`src/rtl/srx_pkg.sv`:
```
package srx_pkg;

    localparam int WORD_W = 9;

    typedef enum logic [1:0] {
        FMT_8N1 = 2'd0,
        FMT_8P1 = 2'd1,
        FMT_8N2 = 2'd2,
        FMT_9N1 = 2'd3
    } frame_fmt_e;

    typedef enum logic [2:0] {
        DF_START,
        DF_DATA,
        DF_PAR,
        DF_STOP1,
        DF_STOP2
    } df_state_e;

    typedef struct packed {
        logic val;
        logic noise;
    } bit_dec_t;

    typedef struct packed {
        logic [WORD_W-1:0] data;
        logic              frame_err;
        logic              noise_err;
    } rx_word_t;

    function automatic logic maj3(input logic a, input logic b, input logic c);
        return (a & b) | (a & c) | (b & c);
    endfunction

    function automatic logic split3(input logic a, input logic b, input logic c);
        return !((a == b) && (b == c));
    endfunction

    function automatic logic [3:0] last_data_idx(input frame_fmt_e f);
        return (f == FMT_9N1) ? 4'd8 : 4'd7;
    endfunction

endpackage

```
`src/rtl/srx_sampler.sv`:
```
module srx_sampler
    import srx_pkg::*;
#(
    parameter int OS_RATE = 16
) (
    input  logic     clk,
    input  logic     rst,
    input  logic     rx,
    input  logic     tick,
    input  logic     halt,
    output logic     active,
    output logic     bit_stb,
    output bit_dec_t bit_dec
);
    localparam int CW  = $clog2(OS_RATE);
    localparam int MID = OS_RATE / 2;

    logic [CW-1:0] cnt;
    logic          s_early;
    logic          s_mid;

    always_ff @(posedge clk) begin
        if (rst) begin
            active  <= 1'b0;
            cnt     <= '0;
            s_early <= 1'b0;
            s_mid   <= 1'b0;
            bit_stb <= 1'b0;
            bit_dec <= '0;
        end else begin
            bit_stb <= 1'b0;
            if (halt) begin
                active <= 1'b0;
                cnt    <= '0;
            end else if (!active) begin
                if (tick && !rx) begin
                    active <= 1'b1;
                    cnt    <= CW'(1);
                end
            end else if (tick) begin
                cnt <= (cnt == CW'(OS_RATE - 1)) ? '0 : cnt + CW'(1);
                if (cnt == CW'(MID - 1)) s_early <= rx;
                if (cnt == CW'(MID))     s_mid   <= rx;
                if (cnt == CW'(MID + 1)) begin
                    bit_stb       <= 1'b1;
                    bit_dec.val   <= maj3(s_early, s_mid, rx);
                    bit_dec.noise <= split3(s_early, s_mid, rx);
                end
            end
        end
    end

    // a frame starts only from a low line
    assert_start_low_R2: assert property (@(posedge clk) disable iff (rst)
        $rose(active) |-> !$past(rx));

    // decisions are only issued inside an active frame
    assert_stb_active_R2: assert property (@(posedge clk) disable iff (rst)
        bit_stb |-> active);

endmodule

```
`src/rtl/srx_deframer.sv`:
```
module srx_deframer
    import srx_pkg::*;
(
    input  logic       clk,
    input  logic       rst,
    input  frame_fmt_e fmt,
    input  logic       par_odd,
    input  logic       bit_stb,
    input  bit_dec_t   bit_dec,
    output logic       halt,
    output logic       done,
    output rx_word_t   word
);
    df_state_e         st;
    logic [3:0]        idx;
    logic [WORD_W-1:0] shreg;
    logic              par_acc;
    logic              err_acc;
    logic              nse_acc;
    logic              last_data;

    always_comb begin
        last_data      = (idx == last_data_idx(fmt));
        halt           = 1'b0;
        done           = 1'b0;
        word.data      = shreg;
        word.frame_err = err_acc | !bit_dec.val;
        word.noise_err = nse_acc | bit_dec.noise;
        if (bit_stb) begin
            case (st)
                DF_START: halt = bit_dec.val;
                DF_STOP1: begin
                    if (fmt != FMT_8N2) begin
                        halt = 1'b1;
                        done = 1'b1;
                    end
                end
                DF_STOP2: begin
                    halt = 1'b1;
                    done = 1'b1;
                end
                default: ;
            endcase
        end
    end

    always_ff @(posedge clk) begin
        if (rst) begin
            st      <= DF_START;
            idx     <= '0;
            shreg   <= '0;
            par_acc <= 1'b0;
            err_acc <= 1'b0;
            nse_acc <= 1'b0;
        end else if (bit_stb) begin
            case (st)
                DF_START: begin
                    if (!bit_dec.val) begin
                        st      <= DF_DATA;
                        idx     <= '0;
                        shreg   <= '0;
                        par_acc <= 1'b0;
                        err_acc <= 1'b0;
                        nse_acc <= bit_dec.noise;
                    end
                end
                DF_DATA: begin
                    shreg   <= shreg | (WORD_W'(bit_dec.val) << idx);
                    par_acc <= par_acc ^ bit_dec.val;
                    nse_acc <= nse_acc | bit_dec.noise;
                    idx     <= idx + 4'd1;
                    if (last_data) st <= (fmt == FMT_8P1) ? DF_PAR : DF_STOP1;
                end
                DF_PAR: begin
                    err_acc <= err_acc | ((par_acc ^ bit_dec.val) != par_odd);
                    nse_acc <= nse_acc | bit_dec.noise;
                    st      <= DF_STOP1;
                end
                DF_STOP1: begin
                    nse_acc <= nse_acc | bit_dec.noise;
                    if (!bit_dec.val) err_acc <= 1'b1;
                    st <= (fmt == FMT_8N2) ? DF_STOP2 : DF_START;
                end
                default: st <= DF_START;
            endcase
        end
    end

endmodule

```
`src/rtl/srx_break_det.sv`:
```
module srx_break_det #(
    parameter int RUN_LEN = 10
) (
    input  logic clk,
    input  logic rst,
    input  logic active,
    input  logic bit_stb,
    input  logic bit_val,
    output logic hit
);
    localparam int CW = $clog2(RUN_LEN + 1);

    logic [CW-1:0] run;

    assign hit = bit_stb && !bit_val && (run == CW'(RUN_LEN - 1));

    always_ff @(posedge clk) begin
        if (rst || !active) begin
            run <= '0;
        end else if (bit_stb) begin
            if (bit_val)                    run <= '0;
            else if (run != CW'(RUN_LEN))   run <= run + CW'(1);
        end
    end

endmodule

```
`src/rtl/srx_holding.sv`:
```
module srx_holding
    import srx_pkg::*;
(
    input  logic              clk,
    input  logic              rst,
    input  logic              done,
    input  rx_word_t          word,
    input  logic              brk_hit,
    input  logic              rd,
    output logic [WORD_W-1:0] data,
    output logic              full,
    output logic              ovr,
    output logic              brk,
    output logic              ferr,
    output logic              nerr
);
    always_ff @(posedge clk) begin
        if (rst) begin
            data <= '0;
            full <= 1'b0;
            ovr  <= 1'b0;
            brk  <= 1'b0;
            ferr <= 1'b0;
            nerr <= 1'b0;
        end else begin
            if (done) begin
                if (full && !rd) begin
                    ovr <= 1'b1;
                end else begin
                    data <= word.data;
                    ferr <= word.frame_err;
                    nerr <= word.noise_err;
                    full <= 1'b1;
                    ovr  <= 1'b0;
                end
            end else if (rd) begin
                full <= 1'b0;
                ovr  <= 1'b0;
            end
            if (brk_hit)  brk <= 1'b1;
            else if (rd)  brk <= 1'b0;
        end
    end

    assert_load_R2: assert property (@(posedge clk) disable iff (rst)
        done && !full |=> full && (data == $past(word.data)));

    assert_read_clears_R8: assert property (@(posedge clk) disable iff (rst)
        rd && !done |=> !full && !ovr);

    assert_overrun_keeps_R9: assert property (@(posedge clk) disable iff (rst)
        done && full && !rd |=> ovr && $stable(data));

    assert_flags_on_load_R13: assert property (@(posedge clk) disable iff (rst)
        !done |=> $stable(ferr) && $stable(nerr));

    assert_break_sets_R10: assert property (@(posedge clk) disable iff (rst)
        brk_hit |=> brk);

endmodule

```
`src/rtl/serial_rx_hold.sv`:
```
module serial_rx_hold
    import srx_pkg::*;
#(
    parameter int OS_RATE = 16,
    parameter int BRK_RUN = 10
) (
    input  logic              clk,
    input  logic              rst,
    input  logic              rx_line,
    input  logic              os_tick,
    input  logic [1:0]        fmt,
    input  logic              par_odd,
    input  logic              rd_stb,
    input  logic              ie_full,
    input  logic              ie_ovr,
    input  logic              ie_brk,
    output logic [WORD_W-1:0] rx_data,
    output logic              rx_full,
    output logic              ovr_err,
    output logic              brk_err,
    output logic              frm_err,
    output logic              nse_err,
    output logic              irq_full,
    output logic              irq_ovr,
    output logic              irq_brk
);
    logic     active;
    logic     bit_stb;
    bit_dec_t bit_dec;
    logic     halt;
    logic     done;
    rx_word_t word;
    logic     brk_hit;

    srx_sampler #(.OS_RATE(OS_RATE)) u_sampler (
        .clk     (clk),
        .rst     (rst),
        .rx      (rx_line),
        .tick    (os_tick),
        .halt    (halt),
        .active  (active),
        .bit_stb (bit_stb),
        .bit_dec (bit_dec)
    );

    srx_deframer u_deframer (
        .clk     (clk),
        .rst     (rst),
        .fmt     (frame_fmt_e'(fmt)),
        .par_odd (par_odd),
        .bit_stb (bit_stb),
        .bit_dec (bit_dec),
        .halt    (halt),
        .done    (done),
        .word    (word)
    );

    srx_break_det #(.RUN_LEN(BRK_RUN)) u_break (
        .clk     (clk),
        .rst     (rst),
        .active  (active),
        .bit_stb (bit_stb),
        .bit_val (bit_dec.val),
        .hit     (brk_hit)
    );

    srx_holding u_hold (
        .clk     (clk),
        .rst     (rst),
        .done    (done),
        .word    (word),
        .brk_hit (brk_hit),
        .rd      (rd_stb),
        .data    (rx_data),
        .full    (rx_full),
        .ovr     (ovr_err),
        .brk     (brk_err),
        .ferr    (frm_err),
        .nerr    (nse_err)
    );

    assign irq_full = rx_full & ie_full;
    assign irq_ovr  = ovr_err & ie_ovr;
    assign irq_brk  = brk_err & ie_brk;

endmodule

```
`config.mk`:
```
export PLATFORM = sky130hd
export DESIGN_NAME = serial_rx_hold
export DESIGN_NICKNAME = d
export VERILOG_FILES = /design/src/rtl/srx_pkg.sv /design/src/rtl/srx_sampler.sv /design/src/rtl/srx_deframer.sv /design/src/rtl/srx_break_det.sv /design/src/rtl/srx_holding.sv /design/src/rtl/serial_rx_hold.sv
export SDC_FILE = /design/constraint.sdc
export NUM_CORES = 1
export LEC_CHECK = 0
export ABC_CLOCK_PERIOD_IN_PS = 2100
export BUFFER_PORTS_ARGS = -buffer_cell sky130_fd_sc_hd__buf_2
export CAP_MARGIN = 40
export CELL_PAD_IN_SITES_DETAIL_PLACEMENT = 0
export CELL_PAD_IN_SITES_GLOBAL_PLACEMENT = 1
export CORE_MARGIN = 2
export CORE_UTILIZATION = 40
export CTS_BUF_LIST = sky130_fd_sc_hd__clkbuf_16
export DETAILED_ROUTE_END_ITERATION = 10
export PLACE_DENSITY = 0.81
export SETUP_SLACK_MARGIN = 0.1
export SLEW_MARGIN = 25
export SYNTH_ARGS = -nofsm -noshare
export SYNTH_HDL_FRONTEND = slang
export SYNTH_HIERARCHICAL = 1
export SYNTH_SLANG_ARGS = --single-unit
```
`constraint.sdc`:
```
create_clock -name clk -period 2.1 [get_ports clk]
set_input_delay 0.42 -clock clk [delete_from_list [all_inputs] [get_ports clk]]
set_output_delay 0.42 -clock clk [all_outputs]
set_load 0.1 [all_outputs]
```
==> After elaboration in Yosys (flattened, before gate mapping) <==
Cells that the tools add are included.
{ "classes": {"add_sub_neg": 3, "n_eq_ne": 23, "shifts": 1, "mux": 36, "bitwise_logic": 17, "reduce_logical": 33} }
{ "op_table": {"columns": ["op", "count"], "rows": [
  ["4-bit two-way mux", 8],
  ["9-bit one-hot mux with 2 select lines", 1],
  ["4-bit == test (second input constant)", 4],
  ["1-bit two-way mux", 16],
  ["4-bit AND reduction", 4],
  ["4-bit by 1-bit adder with 4-bit output (second input constant)", 3],
  ["3-bit one-hot mux with 4 select lines", 1],
  ["2-bit nonzero test", 6],
  ["2-bit inequality test (second input constant)", 5],
  ["3-bit two-way mux", 3],
  ["9-bit two-way mux", 1],
  ["9-bit bitwise OR", 1],
  ["3-bit AND reduction", 3],
  ["1-bit by 4-bit << shifter with 9-bit output", 1],
  ["4-bit one-hot mux with 2 select lines", 1],
  ["2-bit AND reduction", 4],
  ["1-bit AND", 6],
  ["3-bit by 2-bit == test with 1-bit output (second input constant)", 2],
  ["1-bit one-hot mux with 2 select lines", 3],
  ["1-bit one-hot mux with 3 select lines", 2],
  ["1-bit logical AND", 5],
  ["1-bit zero test", 5],
  ["1-bit bitwise OR", 5],
  ["2-bit == test (second input constant)", 2],
  ["17 further kinds", 21]
]} }
{ "totals": {"reg_bits": 47, "inputBits": 11, "output_inout_bits": 17, "wordCells": 133} }

==> Logic depth before layout (Yosys ltp) <==
{ "depth": {"ltp_word": 6, "mapped_depth": 7, "mapped_depth_nobuf": 6} }

==> Cells and area by module <==
The synthesis kept the hierarchy.
{ "modules_own_cells": {"columns": ["module", "n_inst", "cells_each", "area_each_um2", "seq_area_each_um2"], "rows": [
  ["srx_deframer", 1, 121, 1004.7, 380.4],
  ["srx_holding", 1, 58, 610.6, 280.3],
  ["srx_sampler", 1, 58, 533.0, 200.2],
  ["srx_break_det", 1, 31, 256.5, 80.1],
  ["serial_rx_hold", 1, 3, 18.8, 0.0]
]} }

==> Least setup slack after synthesis <==
No wires, ideal clock.
{ "synth_path": {"kind": "register to output", "startpoint": "register u_hold.full", "endpoint": "output port irq_full", "arrival_ns": 1.887, "required_time_ns": 1.680, "path_slack_ns": -0.207, "stages_incl_launch_ff": 2, "n_path_buf": 0, "path_cell_list": "dfxtp_1 -> and2_1"} }
{ "synth_via": {"elab_chain_cells": 1} }
{ "synth_rtl": {"columns": ["element", "line_no", "rtl"], "rows": [
  ["start, declared", "srx_holding.sv:11", "output logic full,"],
  ["start signal, assigned", "srx_holding.sv:20", "full <= 1'b0;"],
  ["start signal, assigned", "srx_holding.sv:33", "full <= 1'b1;"],
  ["start signal, assigned", "srx_holding.sv:37", "full <= 1'b0;"],
  ["1-bit AND", "serial_rx_hold.sv:82", "assign irq_full = rx_full & ie_full;"],
  ["end, declared", "serial_rx_hold.sv:23", "output logic irq_full,"]
]} }
No other way between the ends.

==> Worst setup path in the final report <==
{ "layout_path": {"startpoint": "register u_deframer.st[1]", "endpoint": "register u_hold.data[4]"} }
{ "layout_via": {"elab_chain_cells": 4, "elab_cells_between_ends": 5, "cone_classes": "2 x eq/ne; 2 x mux; 1 x reduce/logical"} }
{ "layout_rtl": {"columns": ["element", "line_no", "rtl"], "rows": [
  ["start, declared", "srx_deframer.sv:14", "df_state_e st;"],
  ["start signal, assigned", "srx_deframer.sv:72", "if (last_data) st <= (fmt == FMT_8P1) ? DF_PAR : DF_STOP1;"],
  ["start signal, assigned", "srx_deframer.sv:82", "st <= (fmt == FMT_8N2) ? DF_STOP2 : DF_START;"],
  ["3-bit == test or 3-bit by 2-bit == test with 1-bit output (tied branches)", "srx_deframer.sv:30", "case (st)"],
  ["1-bit one-hot mux with 2 select lines *", "srx_deframer.sv:30", null],
  ["1-bit two-way mux *", "srx_deframer.sv:29", "if (bit_stb) begin"],
  ["via done", "serial_rx_hold.sv:31", "logic done;"],
  ["2-bit AND reduction (no line) *", null, null],
  ["end signal, assigned", "srx_holding.sv:30", "data <= word.data;"],
  ["end, declared", "srx_holding.sv:10", "output logic [WORD_W-1:0] data,"]
]} }
The timed path passes the listed nets; every way through them passes the cells marked *.
A chain may end at the register's enable or synchronous reset.

==> summary.md <==
| Metric | Value |
|---|---|
| Outcome | finished clean |
| Synth warn | 6 |
| Worst hold slack | between 0.3 and 0.4 ns |
| Cell taking the most area after synthesis | dfxtp_1 |
| Reg area | 942 µm² |
| Yosys top cell area share | 0.388 |
| Leakage | 1.06 nW |
| Clock root cell | clkbuf_16 |
| FF+latch count, synth | 47 |
| Worst r2r src | u_deframer/st[1] |
| Worst slew margin | 0.551 |
| Top post-synthesis cells by area | dfxtp_1, nand2b_1, mux2i_1 |
| Async set-reset flop share out of synthesis | 0 |
| Syn avg cell area | between 8 and 9 µm² |
| Setup Buffers After CTS | 0 |
| Commonest non-fill, non-tap cells in the layout | dfxtp_1, nand2b_1, buf_2, nor2_1, a21oi_1 |
| Highest metal used | met4 |
| M1 wire length | 2.57 mm |
| Initial Utilization | 0.412 |
| 1st-iter DRT viols | 95 |
| CTS tree | built |
| Layout cells sized above 1 | 0.193 |
| Setup TNS | 0 ns |
| Top Ports | 28 |
| Worst-path clk slew | 0.07 ns |
| Slowest CP cell | dfxtp_2 |
| Worst-Margin Slew | 0.674 ns |
| Post-synth EDFFs | 0 |
| Most common cell after layout, fill and taps aside | dfxtp_1 |
| Fin crit period | approximately 1.7 ns |
| Syn-to-layout area delta | 16.0% |
| Post-synthesis sequential area ratio | 0.388 |
| Multi-input gate area | between 1000 and 1500 µm² |
| Gate Count Post-Synth | 271 |
| CP Depth | 6 |
| Worst r2r dst | u_hold/data[4] |
| Fillers | 597 |
| Htree depth | 2 |
| Buf+Inv Stages, Crit Path | 1 |
| Drt wl/cell | 12.8 µm |
| Total power | 1.92 mW |
| All-layer global routing usage | 0.160 |
| Met3 wire len | between 150 and 200 µm |
| Critical Path RT | about 2.3 ns |
| Largest net degree at the start of global routing | 46 |
| Total number of vias | approximately 1.9k |
| Unrepaired setup endpoints after global routing | no |
| Initial antenna violation count | 0 |
| Hold Path Sink | u_hold/ovr |
| Top delay family on crit path | compound AO/OA/AOI/OAI gates |
| Nets@finish | 320 |
| HPWL after DPL | roughly 3.4 mm |
| Reg2reg path depth | 6 |
| Met2 wire len | between 1.5 and 2 mm |
| First-pass GRT wire length | between 8 and 9 mm |
| DRC | 0 |
| Num CTS Buffers | 5 |
| Number of port buffers | 27 |
| R2R Setup Slk | 0.35 ns |
| CP arrival | 1.96 ns |
| Netlist cell types | slightly below 60 |
| Max Slew Vio Count | 0 |
| Syn nets | roughly 290 |
| Post-Route WL | between 4 and 5 mm |
| Hold Crit Class | in -> reg |
| Post-CTS Hold Fix Bufs | 0 |
| PD cells | 682 nW/µm² |
| Fmax | between 0.5 and 0.6 GHz |
| Die W | around 82 µm |
| TritonCTS Sinks | 47 |
| Ant diodes | 0 |
| Clk_lat worst skew | slightly below 0.3 ns |
| TritonRoute pass-1 iters | 4 |
| Crit share post-route | 0.833 |
| Worst Skew | ~0.0062 ns |
| Top_reg_cell synth | dfxtp_1 |
| Number of global-route vias before repair | about 1.8k |
| Worst-path cell chain | nand2_1, or3_1, a21oi_1, a21boi_4, buf_12, mux2i_1 |
| DR vias/cell | 5.18 |
| DIE AREA | approximately 6700 µm² |
| Critical-path maximum fanout | 12 |
| Worst hold stages | 2 |
| Peak supply drop | between 0.5 and 0.6 mV |
| Count of final setup violators | 0 |
| Post-DRT Antenna Nets | 0 |
| HP Start | rd_stb |
| Crit path kind | reg -> reg |
| Final Hold Fails | 0 |
| CP peak stage delay | roughly 0.44 ns |
| Core Area | around 6000 µm² |
| Critical path endpoint category | flop |
| GRT overflow | 0 |
| Post-Syn Area | roughly 2400 µm² |
| Startpoint Class | flop |
| Max-cap violations | 0 |
| Die Height | just over 80 µm |
| Clock Path Buffers | 2 |
| RD Place Congestion | roughly 0.79 |
| Num rows | 28 |
## worst reg2reg max path, delay by kind of cell (launching register included)
family	cells	cell delay, ns
DFF	1	0.44
muxes	1	0.20
AOI/OAI and AO/OA	2	0.48
buffers and inverters	1	0.16
and+or+nand+nor	2	0.39
## state kept, by name, summed over array words and instances, names as in the netlist
register,count
u_deframer/st,3
u_deframer/nse_acc,1
u_hold/ovr,1
u_sampler/s_early,1
u_hold/ferr,1
u_sampler/bit_stb,1
u_hold/data,9
u_sampler/bit_dec,2
u_hold/brk,1
u_sampler/active,1
u_sampler/cnt,4
u_deframer/idx,4
u_sampler/s_mid,1
u_deframer/err_acc,1
u_break/run,4
u_deframer/shreg,9
u_deframer/par_acc,1
u_hold/full,1
u_hold/nerr,1
## how the worst max path moves through the flow
stage                     startpoint              to  slack [ns]
finish              u_deframer/st[1]  u_hold/data[4]        0.35
CTS                 u_deframer/st[1]  u_hold/data[7]        0.23
detailed placement            fmt[1]  u_hold/data[7]        0.15
global route        u_deframer/st[1]  u_hold/data[4]        0.21
floorplan                u_hold/full        irq_full        0.04
global placement              fmt[1]  u_hold/data[6]        0.20
## cells in the mapped netlist, types with 3 or more instances
library cell and instances:
a21oi_1 19, nor2_1 26, ha_1 9, nand3_1 3
clkbuf_1 3, nand2_1 18, nor3_1 5, inv_1 11
nor2b_1 7, nand4b_1 3, a31oi_1 9, and2_1 3
mux2i_1 14, and4b_1 3, buf_2 4, dfxtp_1 47
or3_1 3, nand2b_1 29, o21ai_0 10
## layer usage
layer	vias to the layer above	GRT usage
li1	1017	-
met1	887	0.234
met2	38	0.228
met3	5	0.0374
met4	0	0.0567
met5	-	0
## metrics by stage
stage,std cells,instance area (µm²),util,setup slack (ns)
after floorplan,271,2430,-,0.0423
after global placement,368,2640,0.448,0.201
after detailed placement,368,2640,0.448,0.149
after CTS,376,2810,0.477,0.234
after global routing,376,2810,0.478,0.215
final,376,2810,0.478,0.352
## layout make-up
cell class | count | share of cell area
Multi-Input combinational cell | 202 | 0.489
Sequential cell | 47 | 0.335
Timing Repair Buffer | 32 | 0.0659
Clock buffer | 5 | 0.0445
Tap cell | 75 | 0.0334
Clock inverter | 3 | 0.0165
Inverter | 12 | 0.0160
## power breakdown
group          internal (mW)  leakage [nW]  total (mW)  switching, mW
Clock                  0.566        0.0804       0.915          0.350
Sequential             0.898         0.380       0.909         0.0114
Combinational         0.0389         0.603      0.0942         0.0553
## cells by family after synthesis
group                    count (synthesis)  share of synthesized area
multiplexers                            15                     0.0625
flip-flops                              47                      0.388
buffers and inverters                   22                     0.0465
XOR/XNOR                                 2                    0.00723
adder cells (fa/ha/maj)                  9                     0.0465
AO/OA/AOI/OAI                           56                      0.150
AND/OR/NAND/NOR                        120                      0.299
## timing repair
action                                 CTS  global route
endpoints found under the hold margin    0             0
resized for setup                        0             1
setup endpoints to repair                0             4
No activity file was read; power rests on OpenSTA's default activity.
